`src/rtl/pm_pkg.sv`:
```
package pm_pkg;
  localparam int ADDR_W = 2;

  typedef enum logic [ADDR_W-1:0] {
    REG_CMD    = 2'd0,
    REG_SMIEN  = 2'd1,
    REG_PWRCTL = 2'd2,
    REG_RSTCTL = 2'd3
  } reg_sel_e;
endpackage

```
`src/rtl/apm_cmd_port.sv`:
```
module apm_cmd_port #(
  parameter int          DATA_W  = 8,
  parameter logic [7:0]  ON_CMD  = 8'h02,
  parameter logic [7:0]  OFF_CMD = 8'h03
) (
  input  logic              clk_i,
  input  logic              rst_ni,
  input  logic              wr_i,
  input  logic [DATA_W-1:0] data_i,
  input  logic              trig_en_i,
  output logic [DATA_W-1:0] cmd_o,
  output logic              acpi_en_o,
  output logic              smi_o
);
  logic is_on, is_off;
  assign is_on  = (data_i == DATA_W'(ON_CMD));
  assign is_off = (data_i == DATA_W'(OFF_CMD));

  always_ff @(posedge clk_i or negedge rst_ni) begin
    if (!rst_ni) begin
      cmd_o     <= '0;
      acpi_en_o <= 1'b0;
      smi_o     <= 1'b0;
    end else begin
      smi_o <= wr_i && !is_on && !is_off && trig_en_i;
      if (wr_i) begin
        cmd_o <= data_i;
        if (is_on)       acpi_en_o <= 1'b1;
        else if (is_off) acpi_en_o <= 1'b0;
      end
    end
  end
endmodule

```
`src/rtl/smi_cfg_regs.sv`:
```
module smi_cfg_regs #(
  parameter int DATA_W   = 8,
  parameter int GBL_BIT  = 0,
  parameter int LOCK_BIT = 4
) (
  input  logic              clk_i,
  input  logic              rst_ni,
  input  logic              wr_smien_i,
  input  logic              wr_pwr_i,
  input  logic [DATA_W-1:0] data_i,
  output logic [DATA_W-1:0] smi_en_o,
  output logic [DATA_W-1:0] pwr_ctl_o,
  output logic              lock_o
);
  assign lock_o = pwr_ctl_o[LOCK_BIT];

  for (genvar b = 0; b < DATA_W; b++) begin : g_bit
    // SMI enable: only the global bit honours the lock
    always_ff @(posedge clk_i or negedge rst_ni) begin
      if (!rst_ni)
        smi_en_o[b] <= 1'b0;
      else if (wr_smien_i && !((b == GBL_BIT) && lock_o))
        smi_en_o[b] <= data_i[b];
    end
    // Power control: lock bit is sticky once set
    always_ff @(posedge clk_i or negedge rst_ni) begin
      if (!rst_ni)
        pwr_ctl_o[b] <= 1'b0;
      else if (wr_pwr_i && !((b == LOCK_BIT) && lock_o))
        pwr_ctl_o[b] <= data_i[b];
    end
  end
endmodule

```
`src/rtl/rst_ctrl_port.sv`:
```
module rst_ctrl_port #(
  parameter int          DATA_W    = 8,
  parameter int          REQ_BIT   = 2,
  parameter logic [7:0]  KEEP_MASK = 8'h0A
) (
  input  logic              clk_i,
  input  logic              rst_ni,
  input  logic              wr_i,
  input  logic [DATA_W-1:0] data_i,
  output logic [DATA_W-1:0] val_o,
  output logic              req_o
);
  always_ff @(posedge clk_i or negedge rst_ni) begin
    if (!rst_ni) begin
      val_o <= '0;
      req_o <= 1'b0;
    end else begin
      req_o <= wr_i && data_i[REQ_BIT];
      if (wr_i && !data_i[REQ_BIT])
        val_o <= data_i & DATA_W'(KEEP_MASK);
    end
  end
endmodule

```
`src/rtl/pm_ctrl_slice.sv`:
```
module pm_ctrl_slice #(
  parameter int          DATA_W       = 8,
  parameter logic [7:0]  ACPI_ON_CMD  = 8'h02,
  parameter logic [7:0]  ACPI_OFF_CMD = 8'h03,
  parameter int          TRIG_EN_BIT  = 5,
  parameter int          GBL_BIT      = 0,
  parameter int          LOCK_BIT     = 4,
  parameter int          RST_REQ_BIT  = 2,
  parameter logic [7:0]  RST_KEEP     = 8'h0A
) (
  input  logic                      clk_i,
  input  logic                      rst_ni,
  input  logic                      wr_en_i,
  input  logic [pm_pkg::ADDR_W-1:0] addr_i,
  input  logic [DATA_W-1:0]         wdata_i,
  output logic [DATA_W-1:0]         rdata_o,
  output logic                      acpi_en_o,
  output logic                      smi_o,
  output logic                      rst_req_o
);
  import pm_pkg::*;

  reg_sel_e          sel;
  logic [DATA_W-1:0] cmd_q, smi_en_q, pwr_q, rst_q;
  logic              lock_q;

  assign sel = reg_sel_e'(addr_i);

  apm_cmd_port #(.DATA_W(DATA_W), .ON_CMD(ACPI_ON_CMD), .OFF_CMD(ACPI_OFF_CMD)) u_cmd (
    .clk_i, .rst_ni,
    .wr_i      (wr_en_i && sel == REG_CMD),
    .data_i    (wdata_i),
    .trig_en_i (smi_en_q[TRIG_EN_BIT]),
    .cmd_o     (cmd_q),
    .acpi_en_o (acpi_en_o),
    .smi_o     (smi_o)
  );

  smi_cfg_regs #(.DATA_W(DATA_W), .GBL_BIT(GBL_BIT), .LOCK_BIT(LOCK_BIT)) u_cfg (
    .clk_i, .rst_ni,
    .wr_smien_i (wr_en_i && sel == REG_SMIEN),
    .wr_pwr_i   (wr_en_i && sel == REG_PWRCTL),
    .data_i     (wdata_i),
    .smi_en_o   (smi_en_q),
    .pwr_ctl_o  (pwr_q),
    .lock_o     (lock_q)
  );

  rst_ctrl_port #(.DATA_W(DATA_W), .REQ_BIT(RST_REQ_BIT), .KEEP_MASK(RST_KEEP)) u_rst (
    .clk_i, .rst_ni,
    .wr_i   (wr_en_i && sel == REG_RSTCTL),
    .data_i (wdata_i),
    .val_o  (rst_q),
    .req_o  (rst_req_o)
  );

  always_comb begin
    unique case (sel)
      REG_CMD:    rdata_o = cmd_q;
      REG_SMIEN:  rdata_o = smi_en_q;
      REG_PWRCTL: rdata_o = pwr_q;
      default:    rdata_o = rst_q;
    endcase
  end
endmodule

```
`config.mk`:
```
export PLATFORM = sky130hd
export DESIGN_NAME = pm_ctrl_slice
export DESIGN_NICKNAME = d
export VERILOG_FILES = /design/src/rtl/pm_pkg.sv /design/src/rtl/apm_cmd_port.sv /design/src/rtl/smi_cfg_regs.sv /design/src/rtl/rst_ctrl_port.sv /design/src/rtl/pm_ctrl_slice.sv
export SDC_FILE = /design/constraint.sdc
export NUM_CORES = 1
export LEC_CHECK = 0
export CAP_MARGIN = 20
export CORE_MARGIN = 3
export CORE_UTILIZATION = 56
export CTS_CLUSTER_DIAMETER = 100
export DETAILED_ROUTE_END_ITERATION = 6
export GPL_TIMING_DRIVEN = 1
export HOLD_SLACK_MARGIN = 0.03
export PLACE_DENSITY_LB_ADDON = 0.25
export SLEW_MARGIN = 20
export SYNTH_ARGS = -nofsm -noshare
export SYNTH_HDL_FRONTEND = slang
export SYNTH_HIERARCHICAL = 1
export SYNTH_SLANG_ARGS = --single-unit
```
`constraint.sdc`:
```
create_clock -name clk_i -period 3 [get_ports clk_i]
set_input_delay 0.6 -clock clk_i [delete_from_list [all_inputs] [get_ports clk_i]]
set_output_delay 0.6 -clock clk_i [all_outputs]
set_load 0.01 [all_outputs]
```
==> metrics.md <==
| Metric | Value |
|---|---|
| Ys async rst share | `100%` |
| Overall routing resource usage | `18.8%` |
| Number of distinct library cell variants in the gate-level netlist after synthesis | `22` |
| Cell type contributing the most total cell area after synthesis | `dfrtp_1` |
| Die extent in y | `~57 microns` |
| Worst voltage drop across the vdd grid | `approximately 0.47 mV` |
| RD Place Congestion | `slightly below 0.8` |
| Worst Setup End Kind | `output pin` |
| Launching element type of the critical path | `input pin` |
| Total CTS buffers | `5` |
| Share of Yosys cell area claimed by the top area cell type | `50.7%` |
| Final Hold Violating Endpoints | `0` |
| Cell area after technology mapping | `1430 sq um` |
| Fin area | `1740 sq um` |
| Pin count of the biggest net entering global routing | `30` |
| Total setup violations reported at the end of the flow | `0` |
| Count of H-tree levels built during CTS | `2` |
| Half-perimeter wire length after detailed placement | `1850 microns` |
| Cell Rows | `17` |
| Most common cell in the synthesized netlist | `dfrtp_1` |
| Most used DFF post-synth | `dfrtp_1` |
| Result of the run | `completed` |
| Sinks on Clock Net | `29` |
| Die Outline Area | `3200 sq um` |
| Power Dens Cells | `544 nW/um^2` |
| Quantity of gates resized following cts | `0` |
| Overflow left after global routing | `0` |
| Total DRC errors in the routed layout | `0` |
| Initial cell density of the core | `61.8%` |
| # port buffers | `23` |
| Via total after detailed routing | `812` |
| Area of the placeable core | `approximately 2300 sq um` |
| Setup Fix Bufs, Post-CTS | `0` |
| End point of the critical path | `rdata_o[5]` |
| Count of nets left with antenna violations after detail routing | `0` |
| Worst r2r src | `u_cfg/lock_o` |
| Max frequency | `342 MHz` |
| Hold-fix buffer count after cts | `0` |
| # diodes | `0` |
| Part of the cycle the worst path needs | `slightly below 100%` |
| Root buffer cell | `clkbuf_4` |
| Number of iterations in the first detailed-routing pass | `4` |
| Min Clock Period, post-route | `2.92 ns` |
| Maximum clock path buffer count | `2` |
| Max-cap violations | `0` |
| Seq cells post-synth | `29` |
| Critical path launch point | `addr_i[0]` |
| Routed length per instance | `between 15 and 20 microns` |
| Total Neg Setup Slack | `0 ns` |
| Post-Route WL | `2530 microns` |
| Layout Skew | `roughly 0.0028 ns` |
| Class of the most critical setup path | `in2out` |
| Clock latency on the worst-skew pair | `slightly above 0.3 ns` |
| Wire length of the first global-routing pass | `4350 microns` |
| Synth area leaders | `dfrtp_1 (51%), mux2_2 (17%), mux4_2 (9.4%), buf_4 (3.7%), mux4_1 (3.7%)` |
| Depth of the worst register-to-register path | `2` |
| Final Net Count | `131` |
| Share of cells above drive strength 1 | `40.3%` |
| Commonest cells post-synth | `dfrtp_1 (29), mux2_2 (22), buf_4 (7), mux4_2 (6)` |
| Post-Synthesis Mean Instance Area | `15.9 sq um` |
| Number of max-slew violations in the final report | `0` |
| Worst hold margin | `0.502 ns` |
| Synthesized instance count | `90` |
| Area delta synth->final | `21.3%` |
| Placed cell areas | `roughly 1700 sq um` |
| Worst Path Arrival | `2.32 ns` |
| Antenna violations before repair | `0` |
| Post-synthesis sequential area ratio | `a little over 50%` |
| Required time at the endpoint of the critical path | `~2.4 ns` |
| First-iteration detailed-routing DRC count | `12` |
| Count of warnings emitted by yosys | `6` |
| Via count of the first global-routing pass | `887` |
| TritonCTS clock tree | `built` |
| Vias per std cell | `approximately 5.5` |
| Post-synth EDFFs | `0` |
| Setup repair after global routing missed its margin | `no` |
| Critical-path maximum fanout | `12` |
| Flop-to-flop setup slack | `2.04 ns` |
| Total leakage power | `approximately 0.73 nW` |
| Io pins | `24` |
| Clock transition at the registers of the reported paths | `around 0.08 ns` |
| Die width | `56.6 microns` |
| Hold crit path type | `reg2reg` |
| Endpoint of the lowest-slack register-to-register path | `u_cfg/smi_en_o[0]` |
per-stage QoR:
step	std cells	power (mW)	worst slack [ns]	util, %
2_1_floorplan	95	0.636	1.14	-
3_3_place_gp	139	0.727	0.103	72.9
3_5_place_dp	139	0.742	0.0601	72.9
4_1_cts	147	0.961	0.0597	75.0
5_1_grt	147	1.01	0.0395	75.0
6_report	147	0.945	0.0797	75.0
worst max-delay path, cell delays in order:
cell and delay (ns):
clkdlybuf4s50_1 0.51, buf_12 0.16, mux4_1 0.56, clkdlybuf4s50_1 0.50
worst min-delay path by stage:
stage	from	endpoint	slack, ns	cells past startpoint
2_1_floorplan	rst_ni	u_cfg/lock_o	0.30	0
3_3_place_gp	u_cfg/smi_en_o[4]	u_cfg/smi_en_o[4]	0.48	1
3_5_place_dp	u_cmd/cmd_o[4]	u_cmd/cmd_o[4]	0.49	1
4_1_cts	u_cmd/cmd_o[4]	u_cmd/cmd_o[4]	0.51	1
5_1_grt	u_cfg/pwr_ctl_o[0]	u_cfg/pwr_ctl_o[0]	0.53	1
6_report	u_cmd/cmd_o[4]	u_cmd/cmd_o[4]	0.50	1
per-layer routing:
layer,GRT usage (%),vias up,routed length [microns]
met5,0,-,0
met4,9.15,0,47
met3,7.36,5,108
met2,29.4,17,1300
li1,-,374,-
met1,22.6,416,1080
power breakdown:
part	switching (mW)	leakage (nW)	total (mW)	internal, mW
Clock	0.122	0.0265	0.215	0.0932
Combinational	0.0784	0.364	0.237	0.158
Sequential	0.0340	0.342	0.493	0.459
registers in the layout, indices dropped and copies added (netlist names):
signal           cells
u_cfg/smi_en_o       8
u_cmd/cmd_o          8
u_cfg/pwr_ctl_o      7
u_rst/val_o          2
u_cfg/lock_o         1
u_cmd/acpi_en_o      1
u_cmd/smi_o          1
u_rst/req_o          1
cell type report:
type	count	area (sq um)
sequential	29	726
multi-input combinational	53	632
fill	158	581
timing repair buffer	28	293
clock buffer	8	48.8
tap	28	35.0
inverter	1	3.75
placed cells by master (no fill, tap or decap):
cell	count
and3_2	1
buf_12	2
nor3b_1	1
clkbuf_1	3
nor2b_4	2
dfrtp_1	29
mux4_1	2
conb_1	6
nand4_1	1
buf_4	3
mux2_2	22
clkbuf_4	5
clkdlybuf4s50_1	23
a21o_1	1
nand2_1	1
mux2i_1	1
a31oi_1	1
nor2_1	1
inv_1	1
and3b_2	2
mux4_2	6
mux2_4	3
and2_2	1
nor4_4	1
cell families after synthesis:
group	Yosys count	synth area share, %
DFF	29	50.7
buffers and inverters	13	6.55
AOI/OAI and AO/OA	2	0.961
muxes	34	34.2
other	1	0.262
and+or+nand+nor	11	7.34
Power figures use the tool's default switching activity.
